## config.mk

```make
export PLATFORM = sky130hd
export DESIGN_NAME = actwd_top
export DESIGN_NICKNAME = d
export VERILOG_FILES = /design/src/rtl/actwd_pkg.sv /design/src/rtl/actwd_regs.sv /design/src/rtl/actwd_tick.sv /design/src/rtl/actwd_core.sv /design/src/rtl/actwd_pulse.sv /design/src/rtl/actwd_top.sv
export SDC_FILE = /design/constraint.sdc
export NUM_CORES = 1
export LEC_CHECK = 0
export BUFFER_PORTS_ARGS = -buffer_cell sky130_fd_sc_hd__buf_2
export CORE_AREA = 5 5 85 87
export CTS_BUF_LIST = sky130_fd_sc_hd__clkbuf_4 sky130_fd_sc_hd__clkbuf_8 sky130_fd_sc_hd__clkbuf_16
export CTS_CLUSTER_DIAMETER = 200
export DETAILED_ROUTE_END_ITERATION = 7
export DIE_AREA = 0 0 90 92
export PLACE_DENSITY = 0.78
export SLEW_MARGIN = 30
export SYNTH_ARGS = -nofsm -noshare
export SYNTH_HDL_FRONTEND = slang
export SYNTH_SLANG_ARGS = --single-unit
```

## constraint.sdc

```tcl
create_clock -name clk -period 2.8 [get_ports clk]
set_input_delay 0.28 -clock clk [delete_from_list [all_inputs] [get_ports clk]]
set_output_delay 0.28 -clock clk [all_outputs]
set_load 0.03 [all_outputs]
```

## src/rtl/actwd_pkg.sv

```systemverilog
package actwd_pkg;

  localparam int ADDR_W = 2;
  localparam int DATA_W = 8;

  typedef enum logic [ADDR_W-1:0] {
    A_CTRL   = 2'd0,
    A_CFG    = 2'd1,
    A_CNT_LO = 2'd2,
    A_CNT_HI = 2'd3
  } reg_addr_e;

  localparam int CTRL_FORCE_BIT  = 1;
  localparam int CTRL_STATUS_BIT = 0;

  // activity enables, MSB first: infrared, mouse, keyboard, game port
  typedef struct packed {
    logic ir;
    logic mouse;
    logic kbd;
    logic game;
  } act_en_t;

  typedef struct packed {
    logic       unit_sec;
    logic       kbd_rst_en;
    logic       tmo_en;
    logic       pg_en;
    logic [3:0] irq_sel;
  } cfg_t;

endpackage

```

## src/rtl/actwd_regs.sv

```systemverilog
module actwd_regs
  import actwd_pkg::*;
#(
  parameter bit WIDE_COUNT = 1'b1,
  localparam int CNT_W = 2 * DATA_W
) (
  input  logic              clk,
  input  logic              rst_n,
  input  logic              wr_en_i,
  input  logic [ADDR_W-1:0] wr_addr_i,
  input  logic [DATA_W-1:0] wr_data_i,
  input  logic [ADDR_W-1:0] rd_addr_i,
  output logic [DATA_W-1:0] rd_data_o,
  input  logic              expire_i,
  output act_en_t           act_en_o,
  output cfg_t              cfg_o,
  output logic [CNT_W-1:0]  reload_o,
  output logic              cnt_wr_o,
  output logic              force_o,
  output logic              status_o
);

  logic [3:0]        en_q, en_d;
  logic [DATA_W-1:0] cfg_q, cfg_d;
  logic [DATA_W-1:0] lo_q, lo_d;
  logic [DATA_W-1:0] hi_q;
  logic              st_q, st_d;
  logic              cw_q, cw_d;
  logic              ctrl_wr;

  assign ctrl_wr = wr_en_i && (wr_addr_i == A_CTRL);

  always_comb begin
    en_d  = en_q;
    cfg_d = cfg_q;
    lo_d  = lo_q;
    st_d  = st_q;
    cw_d  = 1'b0;
    if (wr_en_i) begin
      case (reg_addr_e'(wr_addr_i))
        A_CTRL: begin
          en_d = wr_data_i[7:4];
          st_d = st_q & wr_data_i[CTRL_STATUS_BIT];
        end
        A_CFG:    cfg_d = wr_data_i;
        A_CNT_LO: begin
          lo_d = wr_data_i;
          cw_d = 1'b1;
        end
        A_CNT_HI: cw_d = WIDE_COUNT;
        default:  ;
      endcase
    end
    if (expire_i) st_d = 1'b1;
  end

  always_ff @(posedge clk or negedge rst_n) begin
    if (!rst_n) begin
      en_q  <= '0;
      cfg_q <= '0;
      lo_q  <= '0;
      st_q  <= 1'b0;
      cw_q  <= 1'b0;
    end else begin
      en_q  <= en_d;
      cfg_q <= cfg_d;
      lo_q  <= lo_d;
      st_q  <= st_d;
      cw_q  <= cw_d;
    end
  end

  generate
    if (WIDE_COUNT) begin : g_hi
      logic [DATA_W-1:0] hi_d;
      always_comb begin
        hi_d = hi_q;
        if (wr_en_i && (wr_addr_i == A_CNT_HI)) hi_d = wr_data_i;
      end
      always_ff @(posedge clk or negedge rst_n) begin
        if (!rst_n) hi_q <= '0;
        else        hi_q <= hi_d;
      end
    end else begin : g_no_hi
      assign hi_q = '0;
    end
  endgenerate

  always_comb begin
    case (reg_addr_e'(rd_addr_i))
      A_CTRL:   rd_data_o = {en_q, 3'b000, st_q};
      A_CFG:    rd_data_o = cfg_q;
      A_CNT_LO: rd_data_o = lo_q;
      default:  rd_data_o = hi_q;
    endcase
  end

  assign act_en_o = act_en_t'(en_q);
  assign cfg_o    = cfg_t'(cfg_q);
  assign reload_o = {hi_q, lo_q};
  assign cnt_wr_o = cw_q;
  assign force_o  = ctrl_wr && wr_data_i[CTRL_FORCE_BIT];
  assign status_o = st_q;


  status_hold_chk: assert property (@(posedge clk) disable iff (!rst_n)
    (st_q && !(ctrl_wr && !wr_data_i[CTRL_STATUS_BIT])) |=> st_q);

  status_set_chk: assert property (@(posedge clk) disable iff (!rst_n)
    expire_i |=> st_q);

endmodule

```

## src/rtl/actwd_tick.sv

```systemverilog
module actwd_tick #(
  parameter int MIN_DIV = 60,
  localparam int PW = (MIN_DIV > 1) ? $clog2(MIN_DIV) : 1
) (
  input  logic clk,
  input  logic rst_n,
  input  logic sec_tick_i,
  input  logic unit_sec_i,
  input  logic clr_i,
  output logic unit_tick_o
);

  logic [PW-1:0] pre_q, pre_d;
  logic          wrap;

  assign wrap = (pre_q == PW'(MIN_DIV - 1));

  always_comb begin
    pre_d = pre_q;
    if (clr_i)                          pre_d = '0;
    else if (sec_tick_i && !unit_sec_i) pre_d = wrap ? '0 : pre_q + 1'b1;
  end

  always_ff @(posedge clk or negedge rst_n) begin
    if (!rst_n) pre_q <= '0;
    else        pre_q <= pre_d;
  end

  assign unit_tick_o = sec_tick_i && (unit_sec_i || wrap);


  presc_range_chk: assert property (@(posedge clk) disable iff (!rst_n)
    pre_q <= PW'(MIN_DIV - 1));

  presc_clear_chk: assert property (@(posedge clk) disable iff (!rst_n)
    clr_i |=> pre_q == '0);

endmodule

```

## src/rtl/actwd_core.sv

```systemverilog
module actwd_core #(
  parameter int CNT_W      = 16,
  parameter int RELOAD_DLY = 4,
  localparam int DW = $clog2(RELOAD_DLY + 1)
) (
  input  logic             clk,
  input  logic             rst_n,
  input  logic [3:0]       act_i,
  input  logic [3:0]       act_en_i,
  input  logic [CNT_W-1:0] reload_val_i,
  input  logic             load_i,
  input  logic             unit_tick_i,
  input  logic             force_i,
  output logic             expire_o,
  output logic             presc_clr_o
);

  logic [CNT_W-1:0] cnt_q, cnt_d;
  logic [DW-1:0]    dly_q, dly_d;
  logic             busy_q, busy_d;
  logic             hit, reload_now, armed, cnt_expire;

  assign hit        = |(act_i & act_en_i);
  assign reload_now = busy_q && (dly_q == '0);
  assign armed      = (reload_val_i != '0);

  always_comb begin
    cnt_d  = cnt_q;
    dly_d  = dly_q;
    busy_d = busy_q;
    if (busy_q && dly_q != '0) dly_d = dly_q - 1'b1;
    if (reload_now) busy_d = 1'b0;
    if (hit) begin
      busy_d = 1'b1;
      dly_d  = DW'(RELOAD_DLY - 1);
    end
    if (load_i) begin
      cnt_d  = reload_val_i;
      busy_d = 1'b0;
    end else if (reload_now) begin
      cnt_d = reload_val_i;
    end else if (unit_tick_i && armed && cnt_q != '0) begin
      cnt_d = cnt_q - 1'b1;
    end
  end

  always_ff @(posedge clk or negedge rst_n) begin
    if (!rst_n) begin
      cnt_q  <= '0;
      dly_q  <= '0;
      busy_q <= 1'b0;
    end else begin
      cnt_q  <= cnt_d;
      dly_q  <= dly_d;
      busy_q <= busy_d;
    end
  end

  assign cnt_expire  = !load_i && !reload_now && unit_tick_i && armed &&
                       (cnt_q == CNT_W'(1));
  assign expire_o    = cnt_expire || force_i;
  assign presc_clr_o = load_i || reload_now;


  zero_hold_chk: assert property (@(posedge clk) disable iff (!rst_n)
    (cnt_q == '0 && !load_i && !reload_now) |=> cnt_q == '0);

  no_count_up_chk: assert property (@(posedge clk) disable iff (!rst_n)
    (!load_i && !reload_now) |=> cnt_q <= $past(cnt_q));

  reload_wait_chk: assert property (@(posedge clk) disable iff (!rst_n)
    (hit && !load_i) |=> busy_q);

endmodule

```

## src/rtl/actwd_pulse.sv

```systemverilog
module actwd_pulse #(
  parameter int WIDTH = 8,
  localparam int CW = $clog2(WIDTH + 1)
) (
  input  logic clk,
  input  logic rst_n,
  input  logic start_i,
  output logic pulse_o
);

  logic [CW-1:0] cnt_q, cnt_d;

  always_comb begin
    cnt_d = cnt_q;
    if (start_i)            cnt_d = CW'(WIDTH);
    else if (cnt_q != '0)   cnt_d = cnt_q - 1'b1;
  end

  always_ff @(posedge clk or negedge rst_n) begin
    if (!rst_n) cnt_q <= '0;
    else        cnt_q <= cnt_d;
  end

  assign pulse_o = (cnt_q != '0);


  pulse_start_chk: assert property (@(posedge clk) disable iff (!rst_n)
    start_i |=> pulse_o);

  pulse_end_chk: assert property (@(posedge clk) disable iff (!rst_n)
    (pulse_o && cnt_q == CW'(1) && !start_i) |=> !pulse_o);

endmodule

```

## src/rtl/actwd_top.sv

```systemverilog
module actwd_top
  import actwd_pkg::*;
#(
  parameter bit WIDE_COUNT = 1'b1,
  parameter int MIN_DIV    = 60,
  parameter int RELOAD_DLY = 4,
  parameter int RST_PULSE  = 8,
  parameter int IRQ_LINES  = 16,
  localparam int CNT_W = 2 * DATA_W
) (
  input  logic                 clk,
  input  logic                 rst_n,
  input  logic                 wr_en_i,
  input  logic [ADDR_W-1:0]    wr_addr_i,
  input  logic [DATA_W-1:0]    wr_data_i,
  input  logic [ADDR_W-1:0]    rd_addr_i,
  output logic [DATA_W-1:0]    rd_data_o,
  input  logic                 sec_tick_i,
  input  logic                 act_ir_i,
  input  logic                 act_mouse_i,
  input  logic                 act_kbd_i,
  input  logic                 act_game_i,
  output logic                 kbd_rst_o,
  output logic                 tmo_o,
  output logic                 pg_pulse_o,
  output logic [IRQ_LINES-1:0] irq_o
);

  act_en_t          act_en;
  cfg_t             cfg;
  logic [CNT_W-1:0] reload_val;
  logic             cnt_wr, force_req, status, expire;
  logic             unit_tick, presc_clr;

  actwd_regs #(.WIDE_COUNT(WIDE_COUNT)) u_regs (
    .clk       (clk),
    .rst_n     (rst_n),
    .wr_en_i   (wr_en_i),
    .wr_addr_i (wr_addr_i),
    .wr_data_i (wr_data_i),
    .rd_addr_i (rd_addr_i),
    .rd_data_o (rd_data_o),
    .expire_i  (expire),
    .act_en_o  (act_en),
    .cfg_o     (cfg),
    .reload_o  (reload_val),
    .cnt_wr_o  (cnt_wr),
    .force_o   (force_req),
    .status_o  (status)
  );

  actwd_tick #(.MIN_DIV(MIN_DIV)) u_tick (
    .clk         (clk),
    .rst_n       (rst_n),
    .sec_tick_i  (sec_tick_i),
    .unit_sec_i  (cfg.unit_sec),
    .clr_i       (presc_clr),
    .unit_tick_o (unit_tick)
  );

  actwd_core #(.CNT_W(CNT_W), .RELOAD_DLY(RELOAD_DLY)) u_core (
    .clk          (clk),
    .rst_n        (rst_n),
    .act_i        ({act_ir_i, act_mouse_i, act_kbd_i, act_game_i}),
    .act_en_i     (act_en),
    .reload_val_i (reload_val),
    .load_i       (cnt_wr),
    .unit_tick_i  (unit_tick),
    .force_i      (force_req),
    .expire_o     (expire),
    .presc_clr_o  (presc_clr)
  );

  actwd_pulse #(.WIDTH(RST_PULSE)) u_kbd_pulse (
    .clk     (clk),
    .rst_n   (rst_n),
    .start_i (expire && cfg.kbd_rst_en),
    .pulse_o (kbd_rst_o)
  );

  actwd_pulse #(.WIDTH(RST_PULSE)) u_pg_pulse (
    .clk     (clk),
    .rst_n   (rst_n),
    .start_i (expire && cfg.pg_en),
    .pulse_o (pg_pulse_o)
  );

  assign tmo_o = status && cfg.tmo_en;

  generate
    for (genvar k = 0; k < IRQ_LINES; k++) begin : g_irq
      if (k == 0) begin : g_none
        assign irq_o[k] = 1'b0;
      end else begin : g_line
        assign irq_o[k] = status && (cfg.irq_sel == 4'(k));
      end
    end
  endgenerate


  irq_onehot_chk: assert property (@(posedge clk) disable iff (!rst_n)
    $onehot0(irq_o));

  tmo_status_chk: assert property (@(posedge clk) disable iff (!rst_n)
    tmo_o |-> status);

  force_expire_chk: assert property (@(posedge clk) disable iff (!rst_n)
    force_req |=> status);

endmodule

```

# Word-level counts from Yosys, hierarchy flattened

Cells that the tools add are included.

Output and inout bits: 27
Register bits: 64
Input port bits: 20

Bitwise operators: 2
Mux-type cells: 21
Equality and inequality tests: 22
Add/subtract/negate cells: 5
Reduce and logical (&&, ||, !) cells: 59

Operators with widths:

| operator                                                                | count |
|---|---|
| 16-bit two-way mux                                                      | 3 |
| 4-bit equality test (second input constant)                             | 8 |
| 16-bit nonzero test                                                     | 2 |
| 1-bit logical AND                                                       | 31 |
| 8-bit one-hot mux with 3 select lines                                   | 1 |
| 6-bit two-way mux                                                       | 3 |
| 16-bit by 1-bit equality test with 1-bit output (second input constant) | 1 |
| 4-bit by 3-bit equality test with 1-bit output (second input constant)  | 4 |
| 4-bit two-way mux                                                       | 4 |
| 16-bit by 1-bit subtractor with 16-bit output (second input constant)   | 1 |
| 2-bit nonzero test                                                      | 6 |
| 3-bit nonzero test                                                      | 3 |
| 4-bit by 2-bit equality test with 1-bit output (second input constant)  | 2 |
| 1-bit two-way mux                                                       | 8 |
| 2-bit AND reduction                                                     | 4 |
| 4-bit nonzero test                                                      | 2 |
| 4-bit by 1-bit subtractor with 4-bit output (second input constant)     | 2 |
| 6-bit by 1-bit adder with 6-bit output (second input constant)          | 1 |
| 2-bit equality test (second input constant)                             | 3 |
| 6-bit equality test (second input constant)                             | 1 |
| 3-bit two-way mux                                                       | 2 |
| 4-bit bitwise AND                                                       | 1 |
| 2-bit by 1-bit equality test with 1-bit output (second input constant)  | 2 |
| 4-bit by 1-bit equality test with 1-bit output (second input constant)  | 1 |
| 8 further kinds                                                         | 13 |

# Logic depth before layout (Yosys ltp)

Depth after elaboration: 10
Gate-level depth with buffers: 8
Gate-level depth less buffers: 8

# Cells and area by module

Synthesis repeated with hierarchy kept, for this count alone.

Cell total of the unflattened synthesis: 331
Area total of the unflattened synthesis: 3530.9 um^2

By module, submodules not included:

| module      | cells each | sequential area each (um^2) | area each (um^2) | instances |
|---|---|---|---|---|
| actwd_regs  | 81         | 750.7                       | 1332.5           | 1 |
| actwd_core  | 144        | 500.5                       | 1265.0           | 1 |
| actwd_pulse | 20         | 100.1                       | 217.7            | 2 |
| actwd_tick  | 39         | 150.1                       | 361.6            | 1 |
| actwd_top   | 27         | 0.0                         | 136.4            | 1 |

# Worst setup path before layout

OpenSTA, ideal clock, no wires.

Path type: reg-to-reg
From: reg u_core.cnt_q[0]
To: reg u_core.cnt_q[2]
Arrival: 1.926 ns
Buffers on the path: 1
Stages on the path, launching flop included: 9
Setup slack: 0.792 ns
Setup time: 0.083 ns
Path through: dfrtp_1 -> inv_1 -> ha_1 -> or4b_1 -> nor4_4 -> buf_2 -> nor4b_1 -> xnor2_1 -> o21ai_0

Word-level cells in the longest chain between the ends: 4
Elaborated cells on any way between the ends: 7
Classes of those cells: add/sub: 1; mux: 3; reduce/logical: 3

Ends and longest elaborated chain:

| what                                          | line             | source |
|---|---|---|
| from (decl)                                   | actwd_core.sv:18 | `logic [CNT_W-1:0] cnt_q, cnt_d;` |
| from (signal assigned)                        | actwd_core.sv:53 | `cnt_q <= cnt_d;` |
| 16-bit by 1-bit subtractor with 16-bit output | actwd_core.sv:43 | `cnt_d = cnt_q - 1'b1;` |
| 16-bit two-way mux                            | actwd_core.sv:42 | `end else if (unit_tick_i && armed && cnt_q != '0) begin` |
| 16-bit two-way mux                            | actwd_core.sv:40 | `end else if (reload_now) begin` |
| 16-bit two-way mux                            | actwd_core.sv:37 | `if (load_i) begin` |

Parallel ways exist; a longest one is shown, timed or not. The select of a mux whose other input is x is not followed.
A chain may end at the register's enable or synchronous reset.

# Worst setup path after layout

From: reg u_tick.pre_q[0]
To: reg u_core.cnt_q[8]

Word-level cells in the longest chain between the ends: 6

Ends and longest elaborated chain:

| what                           | line             | source |
|---|---|---|
| from (decl)                    | actwd_tick.sv:13 | `logic [PW-1:0] pre_q, pre_d;` |
| from (signal assigned)         | actwd_tick.sv:26 | `else pre_q <= pre_d;` |
| 6-bit equality test            | actwd_tick.sv:16 | `assign wrap = (pre_q == PW'(MIN_DIV - 1));` |
| 1-bit logical OR               | actwd_tick.sv:29 | `assign unit_tick_o = sec_tick_i && (unit_sec_i \|\| wrap);` |
| 1-bit logical AND              | actwd_tick.sv:29 |  |
| 1-bit logical AND (2 in a row) | actwd_core.sv:42 |  |
| 3-bit nonzero test (no line)   | --               |  |

Every way passes these cells.

==> results by group <==
Setup path
  – Cell family with most CP delay: simple AND/OR/NAND/NOR gates
  – Crit Path Class: flip-flop to flip-flop
  – R2r startpoint: u_tick.pre_q[0]$_DFFE_PN0P_
  – Critical path peak fanout: 22
  – CP peak stage delay: between 500 and 600 ps
  – CP max stage cell: or4_1
  – WP data required: between 3000 and 4000 ps
  – Buf/Inv on CP: 0
  – Critical path arrival: about 2600 ps
  – Crit path cell chain: ha_1 > a21o_1 > o211ai_1 > or2_1 > or4_1 > a31oi_1
  – CP Launch Type: flip-flop
  – Critical path origin: u_tick.pre_q[0]$_DFFE_PN0P_
  – CP endpoint kind: flip-flop

Layout
  – Share of post-route cells with drive strength above 1: between 20% and 30%
  – Final core utilization: about two thirds
  – P&R area growth vs syn: 15.0%
  – Antenna Cells: 0
  – Fin nets: about 420

Synth
  – Post-Synth Adder-Cell Area: around 3.5%
  – Post-synth EDFFs: 0
  – Synth cell types: 52
  – Synth warn: 0
  – Seq/Total Area, Yosys: between 40% and 50%
  – Post-Syn Area: 0.00357 mm^2
  – Yosys reg bits: 64
  – Ys flop type: dfrtp_1
  – Mean Syn Cell Area: roughly 10 um^2
  – Xor-xnor portion of the synthesized cell area: 2.21%
  – Multiplexer share of the synthesized area: a little over an eighth
  – Cells after Synth: approximately 340
  – Post-Syn Nets: around 370
  – Post-Synth Simple-Gate Area: a little under a quarter
  – Asr flop ratio synth: 100%
  – Compound-Gate Fraction of Synth Area: 10.3%
  – Main combinational cell family by area after synthesis: simple AND/OR/NAND/NOR gates

Timing
  – Max-slew violation total from the final report: 0
  – Setup TNS: 0 ps
  – Ratio of final minimum period to clock period: 84.0%
  – Fin Clk Skew: 9.19 ps
  – Max Fclk: between 0.4 and 0.5 GHz
  – Period minus WS final: ~2400 ps
  – RSZ-0062 raised after global routing: false
  – Least-Margin Pin Slew: around 810 ps
  – Final Hold Fails: 0
  – Setup Viol. Count Final: 0
  – Max-slew headroom: between 40% and 50%

Power
  – Sequential power share: 43.3%
  – Clock network power share: 26.9%
  – Leak Pwr: 0.00180 uW
  – PD cells: roughly 800 mW/mm^2
  – Switching pwr: 1190 uW
  – Combinational Power Share: slightly below 30%
  – VDD IR max: 630 uV
  – Switching part of the total: ~36%
  – Cell-internal power: between 2000 and 2500 uW

GRT
  – Initial antenna violation count: 0
  – Largest net degree at the start of global routing: 65
  – Total GRT Usage: about a fifth
  – Grt total ovfl: 0
  – Vias in the first global route: about 2900
  – First-pass GRT wire length: 14000 um

Clocking
  – Clk Latency, worst-skew pair: about 350 ps
  – Post-CTS resize count: 0
  – CTS tree: done
  – # hold bufs at CTS: 0
  – Postcts setup bufs: 0
  – Longest Clk Path Bufs: 2
  – Clock Sinks: 64
  – H-tree levels: 3
  – Clock buffer count from CTS: 9
  – Clock slew at reported path FFs: 80 ps
  – Clk root buf: clkbuf_8

Floorplanning
  – CORE AREA: 0.00628 mm^2
  – Die area: 0.00828 mm^2
  – Die height: 92 um
  – Number of top-level pins: 47
  – Initial Utilization: between 50% and 60%
  – Num rows: 29
  – Die extent in x: approximately 90 um

Place
  – Hpwl dp: 6050 um
  – GP Congestion: around 0.88
  – Port-buffer cells: 45

Drt
  – WL final: 8360 um
  – Final ANT Viol Nets: 0
  – Via density: between 6 and 7
  – Post-route DRC: 0
  – First DRT Iteration DRCs: roughly 220
  – WL/cell: ~18 um
  – DRT Pass-1 Iters: 4
  – Vias: slightly below 3000

Worst hold path
  – Worst hold path type: primary input to async pin

Flow run
  – Max cap viols: 0

Run status
  – Status: finished, final reports clean
==> logic make-up (layout without fill, tap and decap cells) <==
logic type | Yosys count | in the layout
buffers and inverters | 23 | 78
DFF | 64 | 64
muxes | 37 | 37
and+or+nand+nor | 143 | 143
adders and majority gates | 10 | 10
xor gates and xnor gates | 9 | 9
other | 1 | 1
AOI/OAI and AO/OA | 57 | 57
==> per-layer routing <==
layer	wire, um	track usage, %	vias up	part of all wire [%]
met1	3680	28.1	1405	44
met3	493	4.34	14	5.9
met2	4050	32.1	98	48
li1	-	-	1372	-
met4	141	9.55	0	1.7
met5	0	0	-	0
==> state kept, by name, summed over array words and instances, names as in the netlist <==
name,cells
u_kbd_pulse.cnt_q,4
u_regs.hi_q,8
u_core.cnt_q,16
u_tick.pre_q,6
u_core.busy_q,1
u_core.dly_q,3
u_regs.act_en_o,4
u_regs.cfg_o,8
u_pg_pulse.cnt_q,4
u_regs.status_o,1
u_regs.lo_q,8
u_regs.cnt_wr_o,1
==> placed cells by master, fill, tap and decap left out, types with 3 or more instances in the layout <==
cell / instances
or4_1: 9
clkinv_2: 3
mux2_2: 32
buf_4: 7
nand2_1: 26
inv_1: 10
a22o_1: 4
o21ai_0: 15
nand3b_1: 5
clkbuf_8: 10
or4_4: 3
and3_1: 3
dfrtp_1: 64
a31oi_1: 11
nand3_1: 6
nor3_1: 11
a21oi_1: 10
nor2_1: 30
ha_1: 10
o31ai_1: 3
nor2b_1: 3
mux4_2: 5
and2_1: 6
nand2b_1: 9
xnor2_1: 8
or3_1: 6
buf_2: 45
o211ai_1: 3
nor4_1: 9
==> power groups by stage <==
stage / clock network, uW / registers (uW) / logic (uW)
2_1_floorplan: 0 / 1370 / 776
3_3_place_gp: 0 / 1440 / 960
3_5_place_dp: 0 / 1450 / 993
4_1_cts: 903 / 1440 / 1010
5_1_grt: 947 / 1480 / 1110
6_report: 897 / 1450 / 995
==> Yosys cell counts, types with 2 or more instances <==
cell      count  area share (%)
inv_1        10             1.1
nor4_1        9             1.6
nor3b_1       2            0.42
nor2b_1       3            0.53
xnor2_1       8             2.0
nand2_1      26             2.7
mux4_2        5             3.2
o211ai_1      3            0.63
or3_2         2            0.42
o31ai_1       3            0.63
a31oi_1      11             1.9
and3_1        3            0.53
or4_4         3            0.95
or3_1         6             1.1
ha_1         10             3.5
nor2_1       30             3.2
a21oi_1      10             1.4
clkbuf_1      8            0.84
buf_2         3            0.42
nand4_1       2            0.35
o21ai_0      15             2.1
mux2_2       32              10
nor4_4        2             1.2
a21o_1        2            0.42
nand3b_1      5             1.1
or4_1         9             1.9
nand2b_1      9             1.6
o211a_1       2            0.56
nor3_1       11             1.5
dfrtp_1      64              45
nand3_1       6            0.84
and2_1        6             1.1
a22o_1        4            0.98
nand4b_1      2            0.49
==> through the flow <==
step / hold slack [ps] / setup WS, ps / cell area, um^2 / std cells / total power, uW
after floorplan: -15.6 / 792 / 3570 / 344 / 2140
after global placement: 439 / 526 / 3880 / 460 / 2400
after detailed placement: 438 / 474 / 3880 / 460 / 2450
after CTS: 137 / 460 / 4110 / 476 / 3350
after global routing: 190 / 260 / 4110 / 476 / 3540
final: 97.9 / 448 / 4110 / 476 / 3340
==> area by class of cell <==
class	instances	area [um^2]
repair buffers	52	278
well taps	77	96.3
clock inverters	6	82.6
clock buffers	10	138
fillers	507	2170
multi-input cells	257	1870
inverters	10	37.5
flip-flops and latches	64	1600
==> path summary, 6_finish.rpt <==
path	end	slack [ps]	cells past startpoint
min in group clk	u_regs.act_en_o[0]$_DFFE_PN0P_	200	2
setup / recovery	u_core.cnt_q[8]$_DFFE_PN0P_	450	6
max in group asynchronous	u_regs.hi_q[2]$_DFFE_PN0P_	2150	2
hold reg to reg	u_core.busy_q$_DFFE_PN0P_	450	1
hold / removal	u_pg_pulse.cnt_q[3]$_DFFE_PN0P_	100	2
setup reg to reg	u_core.cnt_q[8]$_DFFE_PN0P_	450	6
No activity file was read; power rests on OpenSTA's default activity.
